**src/rtl/codec_rst_pkg.sv**
```systemverilog
package codec_rst_pkg;

   typedef enum logic [1:0] {
      LS_RUN   = 2'b00,
      LS_PDOWN = 2'b01,
      LS_WAIT  = 2'b10
   } link_state_e;

endpackage

```
**src/rtl/crst_sync_bit.sv**
```systemverilog
module crst_sync_bit #(
   parameter int STAGES  = 2,
   parameter bit RST_VAL = 1'b0
) (
   input  logic clk,
   input  logic arst_n,
   input  logic d,
   output logic q
);

   generate
      if (STAGES < 2) begin : g_bad_stages
         $error("crst_sync_bit: STAGES must be at least 2");
      end
   endgenerate

   logic [STAGES-1:0] ff;

   always_ff @(posedge clk or negedge arst_n) begin
      if (!arst_n) ff <= {STAGES{RST_VAL}};
      else         ff <= {ff[STAGES-2:0], d};
   end

   assign q = ff[STAGES-1];

endmodule

```
**src/rtl/crst_warm_timer.sv**
```systemverilog
module crst_warm_timer #(
   parameter int WARM_CNT = 24
) (
   input  logic clk,
   input  logic rst_n,
   input  logic arm,
   input  logic level,
   output logic hit
);

   localparam int            CW   = $clog2(WARM_CNT + 1);
   localparam logic [CW-1:0] LAST = CW'(WARM_CNT - 1);

   generate
      if (WARM_CNT < 2) begin : g_bad_cnt
         $error("crst_warm_timer: WARM_CNT must be at least 2");
      end
   endgenerate

   logic [CW-1:0] cnt;

   // The count restarts whenever the line drops or the timer is disarmed.
   always_ff @(posedge clk or negedge rst_n) begin
      if (!rst_n)              cnt <= '0;
      else if (!arm || !level) cnt <= '0;
      else if (cnt != LAST)    cnt <= cnt + 1'b1;
   end

   assign hit = arm && level && (cnt == LAST);

endmodule

```
**src/rtl/crst_link_fsm.sv**
```systemverilog
module crst_link_fsm
   import codec_rst_pkg::*;
(
   input  logic        clk,
   input  logic        rst_n,
   input  logic        pd_req,
   input  logic        frame_end,
   input  logic        warm_hit,
   input  logic        sync_lvl,
   output link_state_e state
);

   link_state_e nxt;

   always_comb begin
      nxt = state;
      unique case (state)
         LS_RUN:   if (pd_req && frame_end) nxt = LS_PDOWN;
         LS_PDOWN: if (warm_hit)            nxt = LS_WAIT;
         LS_WAIT:  if (!sync_lvl)           nxt = LS_RUN;
         default:                           nxt = LS_RUN;
      endcase
   end

   always_ff @(posedge clk or negedge rst_n) begin
      if (!rst_n) state <= LS_RUN;
      else        state <= nxt;
   end

endmodule

```
**src/rtl/codec_link_rstctl.sv**
```systemverilog
module codec_link_rstctl
   import codec_rst_pkg::*;
#(
   parameter int OSC_MHZ     = 24,
   parameter int WARM_NS     = 1000,
   parameter int SYNC_STAGES = 2,
   parameter int AW          = 7,
   parameter bit SECONDARY   = 1'b0
) (
   input  logic          osc_clk,
   input  logic          rst_pin_n,
   input  logic          sync_pin,
   input  logic          reg_wr,
   input  logic [AW-1:0] reg_addr,
   input  logic          pd_req,
   input  logic          frame_end,
   input  logic          wake_evt,
   output logic          bclk_run,
   output logic          bclk_oe,
   output logic          sdo_en,
   output logic          regs_rst,
   output logic          regs_clr,
   output logic          sdi_wake,
   output logic [1:0]    link_status
);

   localparam int WARM_CNT = (OSC_MHZ * WARM_NS + 999) / 1000;

   generate
      if (AW < 1) begin : g_bad_aw
         $error("codec_link_rstctl: AW must be at least 1");
      end
      if (OSC_MHZ < 1 || WARM_NS < 1) begin : g_bad_time
         $error("codec_link_rstctl: OSC_MHZ and WARM_NS must be positive");
      end
   endgenerate

   logic        rst_n_int;
   logic        sync_s;
   logic        warm_hit;
   logic        link_up;
   link_state_e state;

   // Reset: asserted asynchronously, released through the synchronizer.
   crst_sync_bit #(.STAGES(SYNC_STAGES), .RST_VAL(1'b0)) u_rst_sync (
      .clk    (osc_clk),
      .arst_n (rst_pin_n),
      .d      (1'b1),
      .q      (rst_n_int)
   );

   crst_sync_bit #(.STAGES(SYNC_STAGES), .RST_VAL(1'b0)) u_sync_sync (
      .clk    (osc_clk),
      .arst_n (rst_pin_n),
      .d      (sync_pin),
      .q      (sync_s)
   );

   crst_warm_timer #(.WARM_CNT(WARM_CNT)) u_warm (
      .clk   (osc_clk),
      .rst_n (rst_n_int),
      .arm   (state == LS_PDOWN),
      .level (sync_s),
      .hit   (warm_hit)
   );

   crst_link_fsm u_fsm (
      .clk       (osc_clk),
      .rst_n     (rst_n_int),
      .pd_req    (pd_req),
      .frame_end (frame_end),
      .warm_hit  (warm_hit),
      .sync_lvl  (sync_s),
      .state     (state)
   );

   always_ff @(posedge osc_clk or negedge rst_n_int) begin
      if (!rst_n_int) regs_clr <= 1'b0;
      else            regs_clr <= reg_wr && (reg_addr == '0) && (state == LS_RUN);
   end

   assign link_up     = rst_n_int && (state == LS_RUN);
   assign bclk_run    = link_up;
   assign sdo_en      = link_up;
   assign regs_rst    = !rst_n_int;
   assign sdi_wake    = wake_evt && rst_n_int && (state == LS_PDOWN);
   assign link_status = state;

   generate
      if (SECONDARY) begin : g_secondary
         assign bclk_oe = 1'b0;
      end else begin : g_primary
         assign bclk_oe = link_up;
      end
   endgenerate

endmodule

```
**config.mk**
```make
export PLATFORM = sky130hd
export DESIGN_NAME = codec_link_rstctl
export DESIGN_NICKNAME = d
export VERILOG_FILES = /design/src/rtl/codec_rst_pkg.sv /design/src/rtl/crst_sync_bit.sv /design/src/rtl/crst_warm_timer.sv /design/src/rtl/crst_link_fsm.sv /design/src/rtl/codec_link_rstctl.sv
export SDC_FILE = /design/constraint.sdc
export NUM_CORES = 1
export LEC_CHECK = 0
export ABC_CLOCK_PERIOD_IN_PS = 2350
export CORE_AREA = 2 2 39 41
export CTS_CLUSTER_DIAMETER = 60
export CTS_CLUSTER_SIZE = 14
export DETAILED_ROUTE_END_ITERATION = 10
export DIE_AREA = 0 0 41 43
export PLACE_DENSITY = 0.75
export SLEW_MARGIN = 10
export SYNTH_ARGS = -nofsm -noshare
export SYNTH_HDL_FRONTEND = slang
export SYNTH_SLANG_ARGS = --single-unit
```
**constraint.sdc**
```tcl
create_clock -name osc_clk -period 2.35 [get_ports osc_clk]
set_input_delay 0.5875 -clock osc_clk [delete_from_list [all_inputs] [get_ports osc_clk]]
set_output_delay 0.5875 -clock osc_clk [all_outputs]
set_load 0.1 [all_outputs]
```
==> results of run 1 <==
-- worst max-delay path: cells and delay by family --
| kind | cells | cell delay [ns] |
|---|---|---|
| and+or+nand+nor | 1 | 0.19 |
| buffers and inverters | 2 | 0.62 |
-- cell usage after synthesis --
master,instances
a21oi_1,2
a311oi_1,1
a31oi_1,1
and2b_1,1
and3_1,1
and4b_1,1
buf_4,2
clkbuf_1,1
conb_1,1
dfrtp_1,12
ha_1,1
inv_1,1
mux2i_1,1
nand2b_1,1
nand3_1,2
nand3b_1,1
nor2_1,3
nor2b_1,2
nor3_1,2
nor4_2,1
o21a_1,1
or4_1,1
or4b_1,1
xor2_1,3
-- per-layer routing --
metal	up-vias	global-route usage, %	share of wire, %
met5	-	0	0
met4	0	10.0	1.1
met3	2	5.76	8.7
met2	18	22.5	49
met1	203	16.8	41
li1	201	-	-
-- state kept, by name (all words and copies together) (netlist names) --
name / flops
regs_clr: 1
u_sync_sync.ff: 2
u_rst_sync.ff: 2
u_fsm.state: 2
u_warm.cnt: 5
-- path summary, 6_finish.rpt --
kind,from,end,cells past startpoint
min in group osc_clk,u_sync_sync.ff[0]$_DFF_PN0_,u_sync_sync.ff[1]$_DFF_PN0_,0
setup / recovery,wake_evt,sdi_wake,3
setup reg to reg,u_warm.cnt[0]$_DFFE_PN0P_,u_warm.cnt[1]$_DFFE_PN0P_,4
hold / removal,u_rst_sync.ff[1]$_DFF_PN0_,regs_clr$_DFF_PN0_,1
hold reg to reg,u_rst_sync.ff[1]$_DFF_PN0_,regs_clr$_DFF_PN0_,1
max in group asynchronous,rst_pin_n,u_rst_sync.ff[1]$_DFF_PN0_,1
-- cells in the final DEF (no fill, tap or decap), types with 2 or more instances in the layout --
cell	Yosys	routed
a21oi_1	2	2
buf_12	0	5
xor2_1	3	3
nand3_1	2	2
dfrtp_1	12	10
clkdlybuf4s50_1	0	13
buf_4	2	4
clkbuf_4	0	3
nor2_1	3	3
dfrtp_2	0	2
nor2b_1	2	2
-- power groups by stage --
stage / Sequential [uW] / Combinational [uW] / Clock, uW
global route: 222 / 68.2 / 174
CTS: 221 / 64.5 / 168
finish: 221 / 63.4 / 162
floorplan: 225 / 25.4 / 0
global placement: 224 / 61.6 / 0
detailed placement: 225 / 63.4 / 0
-- per-stage QoR --
step           instance area, um2  utilization (%)  hold WS, ns  setup WS [ns]  power, uW
3_5_place_dp                  800             57.8        0.222          0.362        288
2_1_floorplan                 553                -        0.101         -0.525        251
5_1_grt                       836             60.4        0.244          0.339        464
4_1_cts                       836             60.4        0.230          0.356        453
3_3_place_gp                  800             57.8        0.217          0.361        286
6_report                      836             60.4        0.223          0.360        447
-- cell type report --
class	count	area, um2
clock buffer	4	36.3
inverter	1	7.51
sequential	12	303
multi-input combinational	28	209
tap	16	20.0
fill	120	548
timing repair buffer	22	260
-- kinds of logic after synthesis --
| logic type | synth area share [%] |
|---|---|
| xor gates and xnor gates | 5.06 |
| and+or+nand+nor | 21.4 |
| muxes | 1.93 |
| AOI/OAI and AO/OA | 6.27 |
| other | 0.722 |
| adders and majority gates | 2.41 |
| DFF | 57.8 |
| buffers and inverters | 4.34 |
==> flow_metrics.env, run 1 <==
export IMPL_drv_slew=0
export IMPL_drt_iter0_markers=10
export IMPL_syn_inst=44
export IMPL_dp_hpwl_um=813
export IMPL_status="finished, final reports clean"
export IMPL_fmax_ghz=0.502
export IMPL_fin_crit_ns=1.99
export IMPL_p_sw_uw=105
export IMPL_fp_dieH_um=43
export IMPL_sw_frac_of_total_pct=23.4
export IMPL_crit_path_max_fanout=1
export IMPL_grt_max_degree=10
export IMPL_cts_buffers=3
export IMPL_setup_tns_ns=0
export IMPL_cp_cell_sequence="clkdlybuf4s50_1, and3_2, buf_12"
export IMPL_cts_reportedPaths_clkPinSlew_ns=0.08
export IMPL_leakage_uw=0.000357
export IMPL_die_w_um=41
export IMPL_via_count=424
export IMPL_p_per_area_nw_per_um2=534
export IMPL_die_area_um2=1760
export IMPL_hold_buffers=0
export IMPL_num_io_pins=22
export IMPL_initial_core_util_pct=37.5
export IMPL_worstSkewPairLatency_ns=0.27
export IMPL_combPwrFrac_pct=14.2
export IMPL_synth_top_cell_area_share_pct=57.8
export IMPL_endpoint_kind="output pin"
export IMPL_fin_crit_sh_pct=84.7
export IMPL_setup_viol_count_final=0
export IMPL_core_area_um2=1380
export IMPL_row_count=14
export IMPL_cts_path_max_buffers=2
export IMPL_grtUsageTotal_pct=15.1
export IMPL_nets=83
export IMPL_cts_root_buffer="clkbuf_4"
export IMPL_grt_pass1_wl_um=1760
export IMPL_cp_required_ns=1.76
export IMPL_finClkSkew_ns=0.00347
export IMPL_r2r_setup_slack_ns=0.92
export IMPL_p_int_uw=342
export IMPL_drc=0
export IMPL_p_clk_share_pct=36.2
export IMPL_criticalPathCategory="input pin to output pin"
export IMPL_num_antenna_cells=0
export IMPL_dr_pass1_iters=5
export IMPL_synth_top_cell_by_area="dfrtp_1"
export IMPL_crit_arrival_ns=1.40
export IMPL_wire_per_inst_um=12.9
export IMPL_vias_per_cell=5.11
export IMPL_tritoncts="built"
export IMPL_rsz0062_at_grt="no"
export IMPL_ys_ff_latch=12
export IMPL_placed_cells_incl_taps=79
export IMPL_crit_slowest_cell="clkdlybuf4s50_1"
export IMPL_post_cts_buffers=0
export IMPL_netlist_top_cells_area="dfrtp_1 58%, xor2_1 5.1%, buf_4 2.9%"
export IMPL_seq_area_frac_synth_pct=57.8
export IMPL_ant_nets=0
export IMPL_syn_cell_area_um2=519
export IMPL_first_global_vias=424
export IMPL_layout_cells_non_filler=83
export IMPL_gp_congestion=0.760
export IMPL_seq_power_share_pct=49.6
export IMPL_area_growth_pct=61.0
export IMPL_peakVddDrop_uv=337
export IMPL_hold_violations=0
export IMPL_synth_warnings=0
export IMPL_syn_avg_cell_area_um2=11.8
export IMPL_h_tree_depth=1
export IMPL_startpoint_type="input pin"
export IMPL_synth_nets=59
export IMPL_cts_resized_gates=0
export IMPL_cts_sinks=12
export IMPL_antenna_found_initial=0
export IMPL_hp_class="register to async pin"
export IMPL_grt_ovfl_total=0
export IMPL_io_buffers=21
export IMPL_synth_cell_types=24
export IMPL_crit_path_max_incr_delay_ns=0.45
export IMPL_wl_um=1070
export IMPL_layout_drive_gt1_share_pct=28.4
export IMPL_maxCapViolCount=0
No activity file was read; power rests on OpenSTA's default activity.
==> run 2, diff against run 1 <==
--- a/config.mk
+++ b/config.mk
@@ -5,13 +5,13 @@
 export SDC_FILE = /design/constraint.sdc
 export NUM_CORES = 1
 export LEC_CHECK = 0
-export ABC_CLOCK_PERIOD_IN_PS = 2350
-export CORE_AREA = 2 2 39 41
+export ABC_CLOCK_PERIOD_IN_PS = 1600
+export CORE_MARGIN = 2
+export CORE_UTILIZATION = 35
 export CTS_CLUSTER_DIAMETER = 60
 export CTS_CLUSTER_SIZE = 14
 export DETAILED_ROUTE_END_ITERATION = 10
-export DIE_AREA = 0 0 41 43
-export PLACE_DENSITY = 0.75
+export PLACE_DENSITY = 0.72
 export SLEW_MARGIN = 10
 export SYNTH_ARGS = -nofsm -noshare
 export SYNTH_HDL_FRONTEND = slang
==> constraint.sdc (replaced) <==
create_clock -name osc_clk -period 1.6 [get_ports osc_clk]
set_input_delay 0.4 -clock osc_clk [delete_from_list [all_inputs] [get_ports osc_clk]]
set_output_delay 0.4 -clock osc_clk [all_outputs]
set_load 0.1 [all_outputs]
==> flow_metrics.env, run 2 (synthesis results as in run 1) <==
export IMPL_status="complete, but fails checks"
export IMPL_violations="negative setup slack"
export IMPL_row_count=13
export IMPL_endpoint_kind="output pin"
export IMPL_via_count=433
export IMPL_cts_reportedPaths_clkPinSlew_ns=0.07
export IMPL_grt_max_degree=10
export IMPL_fp_dieH_um=42.5
export IMPL_p_clk_share_pct=36.0
export IMPL_criticalPathCategory="register to output pin"
export IMPL_grt_ovfl_total=0
export IMPL_hold_buffers=0
export IMPL_vias_per_cell=4.81
export IMPL_p_sw_uw=150
export IMPL_cp_required_ns=1.20
export IMPL_sw_frac_of_total_pct=22.9
export IMPL_layout_drive_gt1_share_pct=38.7
export IMPL_largest_reg_flops=5
export IMPL_fin_crit_sh_pct=104
export IMPL_tritoncts="built"
export IMPL_num_antenna_cells=0
export IMPL_startpoint_type="register"
export IMPL_drc=0
export IMPL_layout_common_cells="12 x clkdlybuf4s50_1, 9 x buf_12, 9 x dfrtp_1, 8 x buf_4"
export IMPL_die_area_um2=1810
export IMPL_cts_path_max_buffers=2
export IMPL_finClkSkew_ns=0.00405
export IMPL_worstSkewPairLatency_ns=0.27
export IMPL_die_w_um=42.5
export IMPL_setup_viol_count_final=4
export IMPL_p_int_uw=505
export IMPL_leakage_uw=0.000420
export IMPL_initial_core_util_pct=38.5
export IMPL_first_global_vias=450
export IMPL_antenna_found_initial=0
export IMPL_cts_buffers=3
export IMPL_h_tree_depth=1
export IMPL_seq_power_share_pct=49.5
export IMPL_dr_pass1_iters=4
export IMPL_crit_path_max_fanout=4
export IMPL_dp_hpwl_um=846
export IMPL_hp_class="register to async pin"
export IMPL_wl_um=1120
export IMPL_area_growth_pct=84.1
export IMPL_fin_crit_ns=1.66
export IMPL_cts_sinks=12
export IMPL_core_area_um2=1350
export IMPL_fin_ws_ns=-0.0565
export IMPL_dpl_cell_area_um2=837
export IMPL_final_common_cell="clkdlybuf4s50_1"
export IMPL_p_per_area_nw_per_um2=685
export IMPL_drt_iter0_markers=10
export IMPL_ant_nets=0
export IMPL_wire_per_inst_um=12.4
export IMPL_maxCapViolCount=0
export IMPL_nets=91
export IMPL_grtUsageTotal_pct=14.1
export IMPL_gp_congestion=0.736
export IMPL_hold_violations=0
export IMPL_top_register="u_warm.cnt"
export IMPL_drv_slew=0
export IMPL_peakVddDrop_uv=714
export IMPL_holdWs_ns=0.214
export IMPL_cts_root_buffer="clkbuf_4"
export IMPL_grt_pass1_wl_um=1860
export IMPL_fmax_ghz=0.604
export IMPL_final_area_um2=956
export IMPL_rsz0062_at_grt="yes"
export IMPL_io_buffers=21
export IMPL_setup_tns_ns=-0.201
export IMPL_combPwrFrac_pct=14.6
export IMPL_num_io_pins=22
export IMPL_crit_arrival_ns=1.26
## run 2: cell count changes in the layout (fill, tap and decap cells not counted), sizes merged
cell	before	now
dlygate4sd2	0	1
buf	9	17
clkdlybuf4s50	13	12
## run 2: worst max-delay path, cell delays in order (launching register included)
cell	delay, ns
dfrtp_2	0.46
nor3_4	0.22
buf_12	0.14
buf_12	0.16
## run 2: timing repair
item / 4_1_cts / 5_1_grt
gates cloned: 0 / 0
gates resized for setup: 3 / 1
endpoints found under the setup margin: 4 / 4
pin swaps: 1 / 1
setup buffers: 6 / 2
endpoints found under the hold margin: 0 / 0
## run 2: power by group through the flow
stage               combinational [uW]  clock, uW  sequential (uW)
floorplan                         37.3          0              331
global placement                  90.4          0              329
detailed placement                92.6          0              330
CTS                               94.7        242              324
global route                       101        262              325
finish                            95.5        236              324
## run 2: cell type report
class	count	area, um2
fill	102	394
timing repair buffer	30	369
sequential	12	304
multi-input combinational	28	220
clock buffer	4	36.3
tap	15	18.8
inverter	1	7.51
## run 2: stage by stage
step / util [%] / std cells / setup slack [ns] / power [uW]
after floorplan: - / 44 / -1.09 / 368
after global placement: 62.0 / 78 / -0.0113 / 420
after detailed placement: 62.0 / 78 / -0.0357 / 423
after CTS: 69.3 / 88 / -0.0273 / 660
after global routing: 70.8 / 90 / -0.115 / 689
final: 70.8 / 90 / -0.0565 / 655
## run 2: path summary, 6_finish.rpt
check	from	to	slack (ns)	cells past startpoint
max reg2reg	u_fsm.state[1]$_DFFE_PN0P_	regs_clr$_DFF_PN0_	0.12	4
min	u_rst_sync.ff[1]$_DFF_PN0_	u_fsm.state[0]$_DFFE_PN0P_	0.21	1
min reg2reg	u_rst_sync.ff[1]$_DFF_PN0_	u_fsm.state[0]$_DFFE_PN0P_	0.21	1
max in group asynchronous	rst_pin_n	u_rst_sync.ff[1]$_DFF_PN0_	1.10	1
max	u_fsm.state[1]$_DFFE_PN0P_	bclk_oe	-0.06	3
min in group osc_clk	u_sync_sync.ff[0]$_DFF_PN0_	u_sync_sync.ff[1]$_DFF_PN0_	0.36	0
## run 2: per-layer routing
metal,global-route usage (%),routed length [um],up-vias
met5,0,0,-
met4,1.88,0,0
met3,7.76,75,0
met2,24.0,584,16
met1,15.9,456,201
li1,-,-,216
